$ cat config.mk
export PLATFORM = sky130hd
export DESIGN_NAME = serial_rx_queue
export DESIGN_NICKNAME = d
export VERILOG_FILES = /design/src/rtl/rxq_pkg.sv /design/src/rtl/rxq_store.sv /design/src/rtl/rxq_level.sv /design/src/rtl/serial_rx_queue.sv
export SDC_FILE = /design/constraint.sdc
export NUM_CORES = 1
export LEC_CHECK = 0
export ABC_AREA = 1
export CAP_MARGIN = 20
export CORE_MARGIN = 2
export CORE_UTILIZATION = 40
export CTS_BUF_LIST = sky130_fd_sc_hd__clkbuf_8
export CTS_CLUSTER_DIAMETER = 150
export DETAILED_ROUTE_END_ITERATION = 6
export GPL_TIMING_DRIVEN = 0
export HOLD_SLACK_MARGIN = 0.02
export MAX_ROUTING_LAYER = met4
export PLACE_DENSITY = 0.61
export SLEW_MARGIN = 20
export SYNTH_ARGS = -nofsm -noshare
export SYNTH_HDL_FRONTEND = slang
export SYNTH_SLANG_ARGS = --single-unit
$ cat constraint.sdc
create_clock -name clk -period 7.8 [get_ports clk]
set_input_delay 1.95 -clock clk [delete_from_list [all_inputs] [get_ports clk]]
set_output_delay 1.95 -clock clk [all_outputs]
set_load 0.1 [all_outputs]
$ cat src/rtl/rxq_pkg.sv
package rxq_pkg;

  // Threshold select field of the FIFO control byte (bits [7:6])
  typedef enum logic [1:0] {
    LVL_SEL_MIN  = 2'b00,
    LVL_SEL_QTR  = 2'b01,
    LVL_SEL_HALF = 2'b10,
    LVL_SEL_NEAR = 2'b11
  } lvl_sel_e;

  // FIFO control byte layout
  typedef struct packed {
    logic [1:0] lvl_sel;   // [7:6] threshold select
    logic [3:0] spare_hi;  // [5:2]
    logic       flush;     // [1]   empty the queue
    logic       spare_lo;  // [0]
  } fifo_ctrl_t;

endpackage

$ cat src/rtl/rxq_store.sv
module rxq_store #(
  parameter int DEPTH = 16,
  parameter int DW    = 8
) (
  input  logic          clk,
  input  logic          rst_n,
  input  logic          wr_en_i,
  input  logic [DW-1:0] wr_data_i,
  input  logic          rd_en_i,
  input  logic          clr_i,
  output logic [DW-1:0] head_o
);

  localparam int PW = (DEPTH > 1) ? $clog2(DEPTH) : 1;
  localparam logic [PW-1:0] LAST = PW'(DEPTH - 1);

  logic [PW-1:0] wr_ptr_q, wr_ptr_d, rd_ptr_q, rd_ptr_d;
  logic          wr_ptr_en, rd_ptr_en;
  logic [DEPTH-1:0][DW-1:0] slot_w;

  function automatic logic [PW-1:0] ptr_inc(input logic [PW-1:0] p);
    return (p == LAST) ? '0 : p + PW'(1);
  endfunction

  always_comb begin
    wr_ptr_en = clr_i | wr_en_i;
    rd_ptr_en = clr_i | rd_en_i;
    wr_ptr_d  = clr_i ? '0 : ptr_inc(wr_ptr_q);
    rd_ptr_d  = clr_i ? '0 : ptr_inc(rd_ptr_q);
  end

  always_ff @(posedge clk or negedge rst_n) begin
    if (!rst_n) begin
      wr_ptr_q <= '0;
      rd_ptr_q <= '0;
    end else begin
      if (wr_ptr_en) wr_ptr_q <= wr_ptr_d;
      if (rd_ptr_en) rd_ptr_q <= rd_ptr_d;
    end
  end

  // One data register per slot; datapath storage carries no reset
  for (genvar g = 0; g < DEPTH; g++) begin : g_slot
    logic [DW-1:0] slot_q;
    logic          slot_en;
    assign slot_en = wr_en_i & ~clr_i & (wr_ptr_q == PW'(g));
    always_ff @(posedge clk) begin
      if (slot_en) slot_q <= wr_data_i;
    end
    assign slot_w[g] = slot_q;
  end

  assign head_o = slot_w[rd_ptr_q];

endmodule

$ cat src/rtl/rxq_level.sv
module rxq_level
  import rxq_pkg::*;
#(
  parameter int DEPTH = 16,
  parameter int LVL0  = 1,
  parameter int LVL1  = 4,
  parameter int LVL2  = 8,
  parameter int LVL3  = 14,
  localparam int CW   = $clog2(DEPTH + 1)
) (
  input  logic          clk,
  input  logic          rst_n,
  input  logic          push_req_i,
  input  logic          pop_req_i,
  input  logic          flush_i,
  input  logic          cfg_wr_i,
  input  lvl_sel_e      lvl_sel_i,
  input  logic          irq_en_i,
  output logic          push_ok_o,
  output logic          pop_ok_o,
  output logic [CW-1:0] cnt_o,
  output logic          flag_o,
  output logic          irq_o
);

  logic [CW-1:0] cnt_q, cnt_d, lvl_q, lvl_d;
  logic          cnt_en, lvl_en;
  logic          flag_q, flag_d, irq_q, irq_d;
  logic          set_evt, clr_evt;

  function automatic logic [CW-1:0] lvl_decode(input lvl_sel_e s);
    case (s)
      LVL_SEL_MIN:  return CW'(LVL0);
      LVL_SEL_QTR:  return CW'(LVL1);
      LVL_SEL_HALF: return CW'(LVL2);
      default:      return CW'(LVL3);
    endcase
  endfunction

  always_comb begin
    push_ok_o = push_req_i & ~flush_i & (cnt_q < CW'(DEPTH));
    pop_ok_o  = pop_req_i & ~flush_i & (cnt_q != '0);
    cnt_en    = flush_i | push_ok_o | pop_ok_o;
    cnt_d     = flush_i ? '0 : cnt_q + CW'(push_ok_o) - CW'(pop_ok_o);
    lvl_en    = cfg_wr_i;
    lvl_d     = lvl_decode(lvl_sel_i);
    set_evt   = push_ok_o & (cnt_d >= lvl_q);
    clr_evt   = pop_ok_o & (cnt_d < lvl_q);
    if (flush_i)      flag_d = 1'b0;
    else if (set_evt) flag_d = 1'b1;
    else if (clr_evt) flag_d = 1'b0;
    else              flag_d = flag_q;
    if (flush_i)                  irq_d = 1'b0;
    else if (set_evt && irq_en_i) irq_d = 1'b1;
    else if (!irq_en_i || !flag_d) irq_d = 1'b0;
    else                          irq_d = irq_q;
  end

  always_ff @(posedge clk or negedge rst_n) begin
    if (!rst_n) begin
      cnt_q  <= '0;
      lvl_q  <= CW'(LVL0);
      flag_q <= 1'b0;
      irq_q  <= 1'b0;
    end else begin
      if (cnt_en) cnt_q <= cnt_d;
      if (lvl_en) lvl_q <= lvl_d;
      flag_q <= flag_d;
      irq_q  <= irq_d;
    end
  end

  assign cnt_o  = cnt_q;
  assign flag_o = flag_q;
  assign irq_o  = irq_q;

endmodule

$ cat src/rtl/serial_rx_queue.sv
module serial_rx_queue
  import rxq_pkg::*;
#(
  parameter int DEPTH = 16,
  parameter int DW    = 8,
  parameter int LVL0  = 1,
  parameter int LVL1  = 4,
  parameter int LVL2  = 8,
  parameter int LVL3  = 14
) (
  input  logic                       clk,
  input  logic                       rst_n,
  input  logic                       push_i,
  input  logic [DW-1:0]              push_data_i,
  input  logic                       pop_i,
  output logic [DW-1:0]              pop_data_o,
  input  logic                       cfg_wr_i,
  input  logic [7:0]                 cfg_data_i,
  input  logic                       rx_irq_en_i,
  output logic [$clog2(DEPTH+1)-1:0] fill_o,
  output logic                       rx_full_o,
  output logic                       irq_o
);

  localparam int CW = $clog2(DEPTH + 1);

  fifo_ctrl_t    ctrl;
  logic          flush;
  logic          push_ok, pop_ok;
  logic [CW-1:0] cnt;
  logic [DW-1:0] head;
  logic          unused_ctrl_bits;

  assign ctrl             = fifo_ctrl_t'(cfg_data_i);
  assign flush            = cfg_wr_i & ctrl.flush;
  assign unused_ctrl_bits = ^{ctrl.spare_hi, ctrl.spare_lo};

  rxq_level #(
    .DEPTH(DEPTH), .LVL0(LVL0), .LVL1(LVL1), .LVL2(LVL2), .LVL3(LVL3)
  ) u_level (
    .clk        (clk),
    .rst_n      (rst_n),
    .push_req_i (push_i),
    .pop_req_i  (pop_i),
    .flush_i    (flush),
    .cfg_wr_i   (cfg_wr_i),
    .lvl_sel_i  (lvl_sel_e'(ctrl.lvl_sel)),
    .irq_en_i   (rx_irq_en_i),
    .push_ok_o  (push_ok),
    .pop_ok_o   (pop_ok),
    .cnt_o      (cnt),
    .flag_o     (rx_full_o),
    .irq_o      (irq_o)
  );

  rxq_store #(.DEPTH(DEPTH), .DW(DW)) u_store (
    .clk       (clk),
    .rst_n     (rst_n),
    .wr_en_i   (push_ok),
    .wr_data_i (push_data_i),
    .rd_en_i   (pop_ok),
    .clr_i     (flush),
    .head_o    (head)
  );

  assign pop_data_o = (cnt != '0) ? head : '0;
  assign fill_o     = cnt;

endmodule

; Word level (Yosys, flattened, before mapping)
; Index checks and enable logic that the tools add are counted.
; Widths: inputs -> output; s select.
[op_classes]
mux = 15
reduce_logical = 8
n_eq_ne = 18
addsub = 4
n_bitwise = 28
order_cmp = 4
[op_table]
columns = op, n
row1 = $eq 4x4->1 const B, 9
row2 = $bmux 8 s4, 1
row3 = $and 1x1->1, 24
row4 = $eq 4x3->1 const B, 4
row5 = $mux 4, 4
row6 = $mux 8, 2
row7 = $pmux 4 s3, 1
row8 = $add 4x1->4 const B, 2
row9 = $eq 4x2->1 const B, 2
row10 = $mux 1, 6
row11 = $add 5x1->5, 1
row12 = $ge 5x5->1, 1
row13 = $lt 4x5->1 const B, 1
row14 = $lt 5x5->1, 1
row15 = $lt 5x5->1 const B, 1
row16 = $mux 5, 1
row17 = $reduce_bool 5->1, 1
row18 = $sub 5x1->5, 1
row19 = $eq 4x1->1 const B, 1
row20 = $logic_not 4->1, 1
row21 = $or 1x1->1, 3
row22 = $reduce_bool 3->1, 1
row23 = $eq 2x1->1 const B, 1
row24 = $eq 2x2->1 const B, 1
row25 = other kinds (5), 6
[word_totals]
ff_bits = 148
inputBits = 22

; Logic depth before layout (Yosys ltp)
[logic_depth]
depth_word = 17
ltp_mapped = 21
ltp_nobuf = 21

; Modules after synthesis
; Synthesis repeated with hierarchy kept, for this count alone.
[unflattened]
cells_unflattened = 752
hier_area_um2 = 7069.3
[by_module_without_submodules]
columns = module, cells_each, area_per_inst_um2, instances
row1 = rxq_store, 625, 6144.6, 1
row2 = rxq_level, 105, 833.3, 1
row3 = serial_rx_queue, 22, 91.3, 1

; Worst setup path after synthesis
; No wires, ideal clock.
[synth_timing]
path_type = register to output
start = reg u_level.cnt_q[3], in the netlist u_level.cnt_o[3]
end = out pop_data_o[0]
arrival_time_ps = 3013
n_path_buf = 0
path_stages_with_launch = 6
setup_slack_ps = 2837
path_cell_list = dfrtp_1 -> inv_1 -> ha_1 -> nand4_1 -> inv_1 -> a21oi_1
[synth_via]
elab_chain_len = 2
[synth_rtl]
columns = element, line
row1 = start: declaration, rxq_level.sv:26  ; logic [CW-1:0] cnt_q, cnt_d, lvl_q, lvl_d;
row2 = start signal: assignment, rxq_level.sv:66  ; if (cnt_en) cnt_q <= cnt_d;
row3 = $reduce_bool 5->1, serial_rx_queue.sv:66  ; assign pop_data_o = (cnt != '0) ? head : '0;
row4 = $mux 8, serial_rx_queue.sv:66
row5 = end: declaration, serial_rx_queue.sv:16  ; output logic [DW-1:0] pop_data_o,
; No other way between the ends.

; Final worst setup path
[layout_timing]
start = reg u_store.rd_ptr_q[1]
end = out pop_data_o[7]
[layout_via]
elab_chain_len = 3
[layout_rtl]
columns = element, line
row1 = start: declaration, rxq_store.sv:17  ; logic [PW-1:0] wr_ptr_q, wr_ptr_d, rd_ptr_q, rd_ptr_d;
row2 = start signal: assignment, rxq_store.sv:38  ; if (rd_ptr_en) rd_ptr_q <= rd_ptr_d;
row3 = $bmux 8 s4, rxq_store.sv:53  ; assign head_o = slot_w[rd_ptr_q];
row4 = $mux 8 (implied by the code), rxq_store.sv:53
row5 = $mux 8, serial_rx_queue.sv:66
; No other way between the ends. The select of a mux whose other input is x is not followed.

==> flow_metrics.tcl <==
set metrics [dict create \
    switching_share_pct 46.2 \
    mostFrequentLayoutCells "128 x edfxtp_1, 107 x nor2_1, 65 x nand2_1, 48 x o21ai_0, 45 x inv_1" \
    required_ns 5.85 \
    place_congestion 0.846 \
    num_antenna_cells 0 \
    drc_errors 0 \
    arrival_ns 3.44 \
    overflow 0 \
    worst_slew_pin_slew_ns 0.977 \
    vias 4290 \
    finalWorstSetupSlack_ns 2.41 \
    cap_violations 0 \
    port-buffer-count 30 \
    min_period_ns 5.39 \
    avgSynthCellArea_sq_um 11.4 \
    postCtsHoldBufs 0 \
    vias_per_cell 5.19 \
    ys_ff_latch 147 \
    die_x_um 130 \
    multi_input_area_sq_mm 0.00173 \
    clock_latency_ns 0.45 \
    dp_hpwl_um 10100 \
    setup.worst_path.end_class "output pin" \
    post_cts_buffers 0 \
    drv_slew 0 \
    place_ws_ns 2.62 \
    rsz0062_at_grt "no" \
    initial_core_util_pct 41.3 \
    netlist_instances 556 \
    power.density_mw_per_mm2 398 \
    clkPwrFrac_pct 18.4 \
    htreeDepth 4 \
    hp-class "flop to flop" \
    critPathKind "flop to output pin" \
    syn_to_final_growth_pct 14.3 \
    ys_types 32 \
    hold_viol 0 \
    final_common_cell "edfxtp_1" \
    die_h_um 130 \
    cts.path.max_buffers 2 \
    worstPathMaxFanout 10 \
    first_pass_iters 6 \
    cp-start-kind "flop" \
    grt_pass1_vias 4239 \
    final_nets 643 \
    ys_seq_area_share_pct 68.3 \
    synth_largest_area_cell "edfxtp_1" \
    syn-num-nets 594 \
    grt_max_degree 20 \
    coreArea_sq_mm 0.0153 \
    io_pins 37 \
    synth_top_area_share_pct 60.8 \
    tns_ns 0 \
    fmax_ghz 0.185 \
    skew_ns 0.00950 \
    grtUsageTotal_pct 19.4 \
    synth_edf_count 128 \
    die_area_sq_mm 0.0168 \
    ir_drop_uv 403 \
    rows 45 \
    p_sw_w 0.00133 \
    clock_sinks 147 \
    cts-resized-gates 0 \
    p_leak_nw 2.63 \
    yosys-top-cells-area "edfxtp_1 61%, dfrtp_1 7.1%, nor2_1 6.3%" \
    cts_tree "yes" \
    setup-violations-final 0 \
    wl_per_cell_um 18.2 \
    placed_cell_area_sq_mm 0.00689 \
    drtAntennaViolNets 0 \
    netlist_area_sq_mm 0.00633 \
    outcome "finished, final reports clean" \
    routed_wl_um 15000 \
    path_clk_slew_ns 0.07 \
    n_fill_cell 1430 \
    root_buffer "clkbuf_8" \
    fin_crit_sh_pct 69.2 \
    design_area_sq_mm 0.00723 \
    p_int_w 0.00155 \
    min_delay_path_depth 2 \
    seqCellArea_sq_mm 0.00432 \
    yosysWarnings 0 \
    drive_gt1_share_pct 6.98 \
    rr_worst_depth 21 \
    comb_power_share_pct 48.6 \
    maxSlewHeadroom_pct 34.7 \
    grt_pass1_wl_um 23300 \
    antenna_found_initial 0 \
    drtIter0Drc 368 \
    numCtsBuffers 17 \
    p_seq_share_pct 33.0 \
    async_reset_ff_share_pct 12.9 \
    hold_ws_ns 0.493 \
    ys.flop_type "edfxtp_1" \
]
[path summary, 6_finish.rpt]
path | to | slack [ns] | startpoint
max | pop_data_o[7] | 2.41 | u_store.rd_ptr_q[1]$_DFFE_PN0P_
min | u_level.lvl_q[0]$_DFFE_PN1P_ | 0.49 | u_level.lvl_q[0]$_DFFE_PN1P_
max reg2reg | u_level.irq_o$_DFFE_PN0P_ | 4.20 | u_level.cnt_o[3]$_DFFE_PN0P_
min reg2reg | u_level.lvl_q[0]$_DFFE_PN1P_ | 0.49 | u_level.lvl_q[0]$_DFFE_PN1P_
max in group asynchronous | u_store.rd_ptr_q[3]$_DFFE_PN0P_ | 5.18 | rst_n
min in group asynchronous | u_level.cnt_o[4]$_DFFE_PN0P_ | 2.03 | rst_n
[cells by family after synthesis]
kind of cell,Yosys count,synth area share (%)
DFF,147,68.3
buffers and inverters,66,4.43
adders and majority gates,16,3.28
AOI/OAI and AO/OA,126,11.1
and+or+nand+nor,199,12.7
xor gates and xnor gates,2,0.277
[area by class of cell]
| type | instances | share of cell area (%) |
|---|---|---|
| flip-flops and latches | 147 | 59.8 |
| multi-input cells | 343 | 23.9 |
| repair buffers | 30 | 4.15 |
| well taps | 211 | 3.65 |
| clock buffers | 17 | 3.24 |
| inverters | 45 | 2.34 |
| plain buffers | 21 | 1.54 |
| clock inverters | 13 | 1.47 |
[flip-flops by register name, indices dropped and copies added (netlist names)]
signal	cells
u_level.cnt_o	5
u_level.flag_o	1
u_level.irq_o	1
u_level.lvl_q	4
u_store.g_slot.slot_q	128
u_store.rd_ptr_q	4
u_store.wr_ptr_q	4
[cell usage after synthesis (all sizes together), types with 2 or more instances]
| master | number |
|---|---|
| o211ai | 16 |
| xor2 | 2 |
| clkinv | 2 |
| ha | 15 |
| a21oi | 11 |
| dfrtp | 18 |
| clkbuf | 7 |
| nand2 | 66 |
| edfxtp | 128 |
| o21ai | 79 |
| buf | 14 |
| inv | 43 |
| nor2 | 108 |
| o22ai | 17 |
| nand4 | 2 |
| nand3 | 20 |
[power by group through the flow]
| stage | Sequential [W] | Combinational, W | Clock, W |
|---|---|---|---|
| after floorplan | 0.00107 | 0.000911 | 0 |
| after global routing | 0.000954 | 0.00151 | 0.000574 |
| after global placement | 0.000963 | 0.00138 | 0 |
| after detailed placement | 0.000965 | 0.00140 | 0 |
| after CTS | 0.000949 | 0.00140 | 0.000542 |
| final | 0.000949 | 0.00140 | 0.000530 |
[worst max-delay path: stages (launching register included)]
cell	delay (ns)
dfrtp_1	0.45
inv_1	0.20
clkbuf_1	0.46
o21ai_0	0.18
o22ai_1	0.14
nand2_1	0.06
nand2_1	0.08
inv_1	0.07
a21oi_1	0.20
clkdlybuf4s50_1	1.17
[layer usage]
layer	GRT usage (%)	up-vias	routed length, um	part of all wire [%]
met5	-	-	0	0
met4	5.76	0	190	1.3
met3	4.35	8	974	6.5
met2	29.9	145	6930	46
met1	26.0	2091	6940	46
li1	-	2046	-	-
[per-stage QoR]
step	util, %	std cells	power (W)
after global placement	45.0	797	0.00234
after CTS	47.2	827	0.00289
after floorplan	-	556	0.00198
after detailed placement	45.0	797	0.00236
after global routing	47.2	827	0.00304
final	47.2	827	0.00288
Power figures use the tool's default switching activity.
